===== config.mk =====
export PLATFORM = sky130hd
export DESIGN_NAME = adc_window_watch
export DESIGN_NICKNAME = d
export VERILOG_FILES = /design/src/rtl/adc_ww_pkg.sv /design/src/rtl/ww_scope_qual.sv /design/src/rtl/ww_window_cmp.sv /design/src/rtl/ww_sticky_flag.sv /design/src/rtl/adc_window_watch.sv
export SDC_FILE = /design/constraint.sdc
export NUM_CORES = 1
export LEC_CHECK = 0
export BUFFER_PORTS_ARGS = -buffer_cell sky130_fd_sc_hd__buf_2
export CAP_MARGIN = 15
export CORE_UTILIZATION = 35
export DETAILED_ROUTE_END_ITERATION = 8
export PLACE_DENSITY = 0.75
export SLEW_MARGIN = 20
export SYNTH_ARGS = -nofsm -noshare
export SYNTH_HDL_FRONTEND = slang
export SYNTH_SLANG_ARGS = --single-unit

===== constraint.sdc =====
create_clock -name clk -period 1.3 [get_ports clk]
set_input_delay 0.26 -clock clk [delete_from_list [all_inputs] [get_ports clk]]
set_output_delay 0.26 -clock clk [all_outputs]
set_load 0.1 [all_outputs]

===== src/rtl/adc_ww_pkg.sv =====
// Package: shared scope encoding for the window watchdog.
// Assumes: nothing beyond IEEE 1800-2017.
package adc_ww_pkg;

    typedef enum logic [1:0] {
        SCOPE_OFF = 2'd0,
        SCOPE_ALL = 2'd1,
        SCOPE_ONE = 2'd2
    } ww_scope_e;

endpackage


===== src/rtl/ww_scope_qual.sv =====
// Module: decides whether the present sample falls under the watch scope.
// Assumes: smp_chan and wd_chan use the same channel numbering.
module ww_scope_qual
    import adc_ww_pkg::*;
#(
    parameter int CHAN_N = 19,
    localparam int CHAN_W = (CHAN_N > 1) ? $clog2(CHAN_N) : 1
) (
    input  logic              smp_valid,
    input  logic [CHAN_W-1:0] smp_chan,
    input  logic              wd_enable,
    input  logic              wd_single,
    input  logic [CHAN_W-1:0] wd_chan,
    output logic              qualified
);

    ww_scope_e scope;
    logic      chan_hit;

    // Decode the enable and single bits into a scope.
    always_comb begin
        if (!wd_enable)     scope = SCOPE_OFF;
        else if (wd_single) scope = SCOPE_ONE;
        else                scope = SCOPE_ALL;
    end

    // Channel match; a single-channel build always matches.
    generate
        if (CHAN_N > 1) begin : g_multi
            assign chan_hit = (smp_chan == wd_chan);
        end else begin : g_single
            assign chan_hit = 1'b1;
        end
    endgenerate

    // Combine strobe, scope and channel match.
    always_comb begin
        unique case (scope)
            SCOPE_ALL: qualified = smp_valid;
            SCOPE_ONE: qualified = smp_valid && chan_hit;
            default:   qualified = 1'b0;
        endcase
    end

endmodule


===== src/rtl/ww_window_cmp.sv =====
// Module: strict out-of-window test on the raw sample.
// Assumes: limits are unsigned; values equal to a limit count as inside.
module ww_window_cmp #(
    parameter int DATA_W = 12
) (
    input  logic [DATA_W-1:0] smp_data,
    input  logic [DATA_W-1:0] lim_high,
    input  logic [DATA_W-1:0] lim_low,
    output logic              outside
);

    // Above the upper limit or below the lower limit.
    always_comb begin
        outside = (smp_data > lim_high) || (smp_data < lim_low);
    end

endmodule


===== src/rtl/ww_sticky_flag.sv =====
// Module: sticky flag with write-one clear; a new hit wins over the clear.
// Assumes: synchronous active-low reset.
module ww_sticky_flag (
    input  logic clk,
    input  logic rst_n,
    input  logic hit,
    input  logic clr,
    output logic flag
);

    // Hold, set on hit, clear on strobe.
    always_ff @(posedge clk) begin
        if (!rst_n)   flag <= 1'b0;
        else if (hit) flag <= 1'b1;
        else if (clr) flag <= 1'b0;
    end

endmodule


===== src/rtl/adc_window_watch.sv =====
// Module: top of the window watchdog comparator.
// Purpose: flags qualified raw samples that lie outside [lim_low, lim_high].
// Assumes: samples arrive as single-cycle strobes; limits may change any time.
module adc_window_watch #(
    parameter int DATA_W = 12,
    parameter int CHAN_N = 19,
    localparam int CHAN_W = (CHAN_N > 1) ? $clog2(CHAN_N) : 1
) (
    input  logic              clk,
    input  logic              rst_n,
    input  logic              smp_valid,
    input  logic [DATA_W-1:0] smp_data,
    input  logic [CHAN_W-1:0] smp_chan,
    input  logic              wd_enable,
    input  logic              wd_single,
    input  logic [CHAN_W-1:0] wd_chan,
    input  logic [DATA_W-1:0] lim_high,
    input  logic [DATA_W-1:0] lim_low,
    input  logic              flag_clr,
    input  logic              irq_enable,
    output logic              viol_flag,
    output logic              viol_irq
);

    logic qualified;
    logic outside;
    logic hit;

    ww_scope_qual #(.CHAN_N(CHAN_N)) u_qual (
        .smp_valid (smp_valid),
        .smp_chan  (smp_chan),
        .wd_enable (wd_enable),
        .wd_single (wd_single),
        .wd_chan   (wd_chan),
        .qualified (qualified)
    );

    ww_window_cmp #(.DATA_W(DATA_W)) u_cmp (
        .smp_data (smp_data),
        .lim_high (lim_high),
        .lim_low  (lim_low),
        .outside  (outside)
    );

    // A violation needs both a qualified sample and an outside value.
    assign hit = qualified && outside;

    ww_sticky_flag u_flag (
        .clk   (clk),
        .rst_n (rst_n),
        .hit   (hit),
        .clr   (flag_clr),
        .flag  (viol_flag)
    );

    // Gate the flag onto the interrupt line.
    assign viol_irq = viol_flag && irq_enable;

endmodule


==> impl_metrics.toml <==
[global_routing]
antenna_found_initial = 0
grt_overflow_total = 0
grt.total_usage_pct = 18.9
grt_start_max_net_pins = 5
grt_pass1_vias = 838
grt_pass1_wl_um = 3020

[placed_design]
dp.cells = 175
dpl.hpwl_um = 1680
place_congestion = 0.797
portBuffers = 54
placed_area_um2 = 1040
pre_cts_ws_ns = -0.267

[layout]
fill_cells = 181
nNetsFinal = 229
largest_reg_flops = 1
seqCellArea_um2 = 23.8
area_growth_pct = 66.6
multi_input_area_um2 = 639
regMostFlops = "u_flag.flag"
largestRegisters = "u_flag.flag: 1 flops"
diodes = 0
drive_above_1_share_pct = 45.7
design_area_um2 = 1130
layout.cells.non_filler = 176

[status]
outcome = "finished, violations left"
violations = "setup timing"

[sta]
slew_violations = 0
postLayoutSetupSlackWorst_ns = -0.232
post-route-period-util_pct = 118
hold_viol_final = 0
max_freq_ghz = 0.653
final.setup_skew_ns = 0
min_period_ns = 1.53
relSlewSlack_pct = 84.2
rsz0062_at_grt = "yes"
setup-violations-final = 1
whs_ns = 0.475
worstMarginPinSlew_ns = 0.235

[worst_setup_path]
crit_type = "input port to flop"
critPathCaptureType = "flop"
critPathBufInv = 2
cp_slowest_cell = "a211oi_2"
start_kind = "input port"
path_max_fanout = 2
path_cells = "buf_6 > inv_4 > ha_4 > nor2b_1 > o211ai_1 > a211oi_2 > o31ai_2 > a311oi_1"
max_stage_delay_ns = 0.26
path_delay_family = "compound AO/OA/AOI/OAI gates"
cp.required_ns = 1.20
critPathArrivalTime_ns = 1.43
r2r_setup_slack_ns = 0.54

[pwr]
power_density_nw_per_um2 = 322
ir_drop_v = 0.000189
power_uw = 363
cellLeakagePower_nw = 0.662

[clocking]
clk_pin_slew_ns = 0
insertion_delay_ns = 0

[die]
start_util_pct = 38.4
fp.dieArea_um2 = 2120
io_pins = 55
die_y_um = 46.0
die_x_um = 46.0
coreArea_um2 = 1760
num_rows = 15

[logic_synthesis]
yosysMostFrequentCell = "inv_1"
synthFlopType = "dfxtp_1"
syn_avg_cell_area_um2 = 7.21
syn_area_um2 = 678
syn_nets = 170
ys_seq_elements = 1
synthDistinctLibCells = 21
synth_cells = 94
yosysTopAreaCellShare_pct = 42.4
synth_common_cells = "inv_1, ha_1, a21oi_1, nand2_1"
synth_top_area_cell = "ha_1"
ys_top_cells_by_area = "ha_1, inv_1, a21oi_1"
ys_seq_area_share_pct = 2.95
async_reset_ff_share_pct = 0
ys_warn_count = 0
synth_edf_count = 0

[route]
drt_pass1_iterations = 2
ant_nets = 0
drt_iter0_markers = 5
wl_per_cell_um = 10.7
wl_um = 1880
via_per_inst = 4.72
drc = 0
vias = 831

[flow_run]
max-cap-violations = 0

[worst_hold_path]
hp-class = "input port to flop"
-- path summary, 6_finish.rpt --
path,endpoint,cells past startpoint,start
worst max-delay path,u_flag.flag$_SDFFE_PN0P_,8,lim_high[1]
worst min-delay path,u_flag.flag$_SDFFE_PN0P_,3,rst_n
worst max register to register,u_flag.flag$_SDFFE_PN0P_,2,u_flag.flag$_SDFFE_PN0P_
worst min register to register,u_flag.flag$_SDFFE_PN0P_,2,u_flag.flag$_SDFFE_PN0P_
-- routing by layer --
metal	share of wire [%]	vias to the layer above	track usage [%]
li1	-	439	-
met3	5.7	0	0.397
met1	40	361	19.9
met5	0	-	0
met4	0	0	0
met2	54	31	41.7
-- worst min-delay path: stages --
cell and delay [ns]:
buf_2 0.09, inv_1 0.04, a311oi_1 0.03
-- repair_timing --
action / in CTS / in global routing
buffers inserted: 0 / 1
hold buffers: 0 / 0
resized for setup: 10 / 5
setup endpoints to repair: 1 / 1
pin swaps: 6 / 6
gates cloned: 0 / 0
hold endpoints to repair: 0 / 0
-- cell usage in the layout (no fill, tap or decap), drive strengths merged, types with 2 or more instances in the layout --
cell type  instances
buf               57
inv               25
ha                23
a21oi              8
nand2              5
a21o               4
nand4              4
nand3              3
xnor2              3
o21ai              3
nor2b              2
a211oi             2
xor2               2
o31ai              2
-- through the flow --
step | util, % | TNS, ns
floorplan | - | -0.0339
global placement | 59.1 | -0.196
detailed placement | 59.1 | -0.267
CTS | 62.5 | -0.255
global route | 64.0 | -0.333
finish | 64.0 | -0.232
-- report_power, final --
part	switching, mW	internal, mW	total [mW]
logic	0.153	0.177	0.330
registers	0.00184	0.0315	0.0334
clock network	0	0	0
-- logic make-up (layout without fill, tap and decap cells) --
| group | Yosys count | count (layout) | synth area share, % |
|---|---|---|---|
| xor+xnor | 5 | 5 | 6.46 |
| buf+inv | 25 | 82 | 13.8 |
| flops | 1 | 1 | 2.95 |
| simple gates | 18 | 18 | 13.7 |
| fa+ha+maj | 23 | 23 | 42.4 |
| compound gates | 22 | 22 | 20.7 |
-- area by class of cell --
| type | count | area share, % |
|---|---|---|
| inverters | 25 | 8.53 |
| well taps | 25 | 2.77 |
| repair buffers | 57 | 30.0 |
| multi-input cells | 68 | 56.6 |
| flip-flops and latches | 1 | 2.10 |
Power figures use the tool's default switching activity.
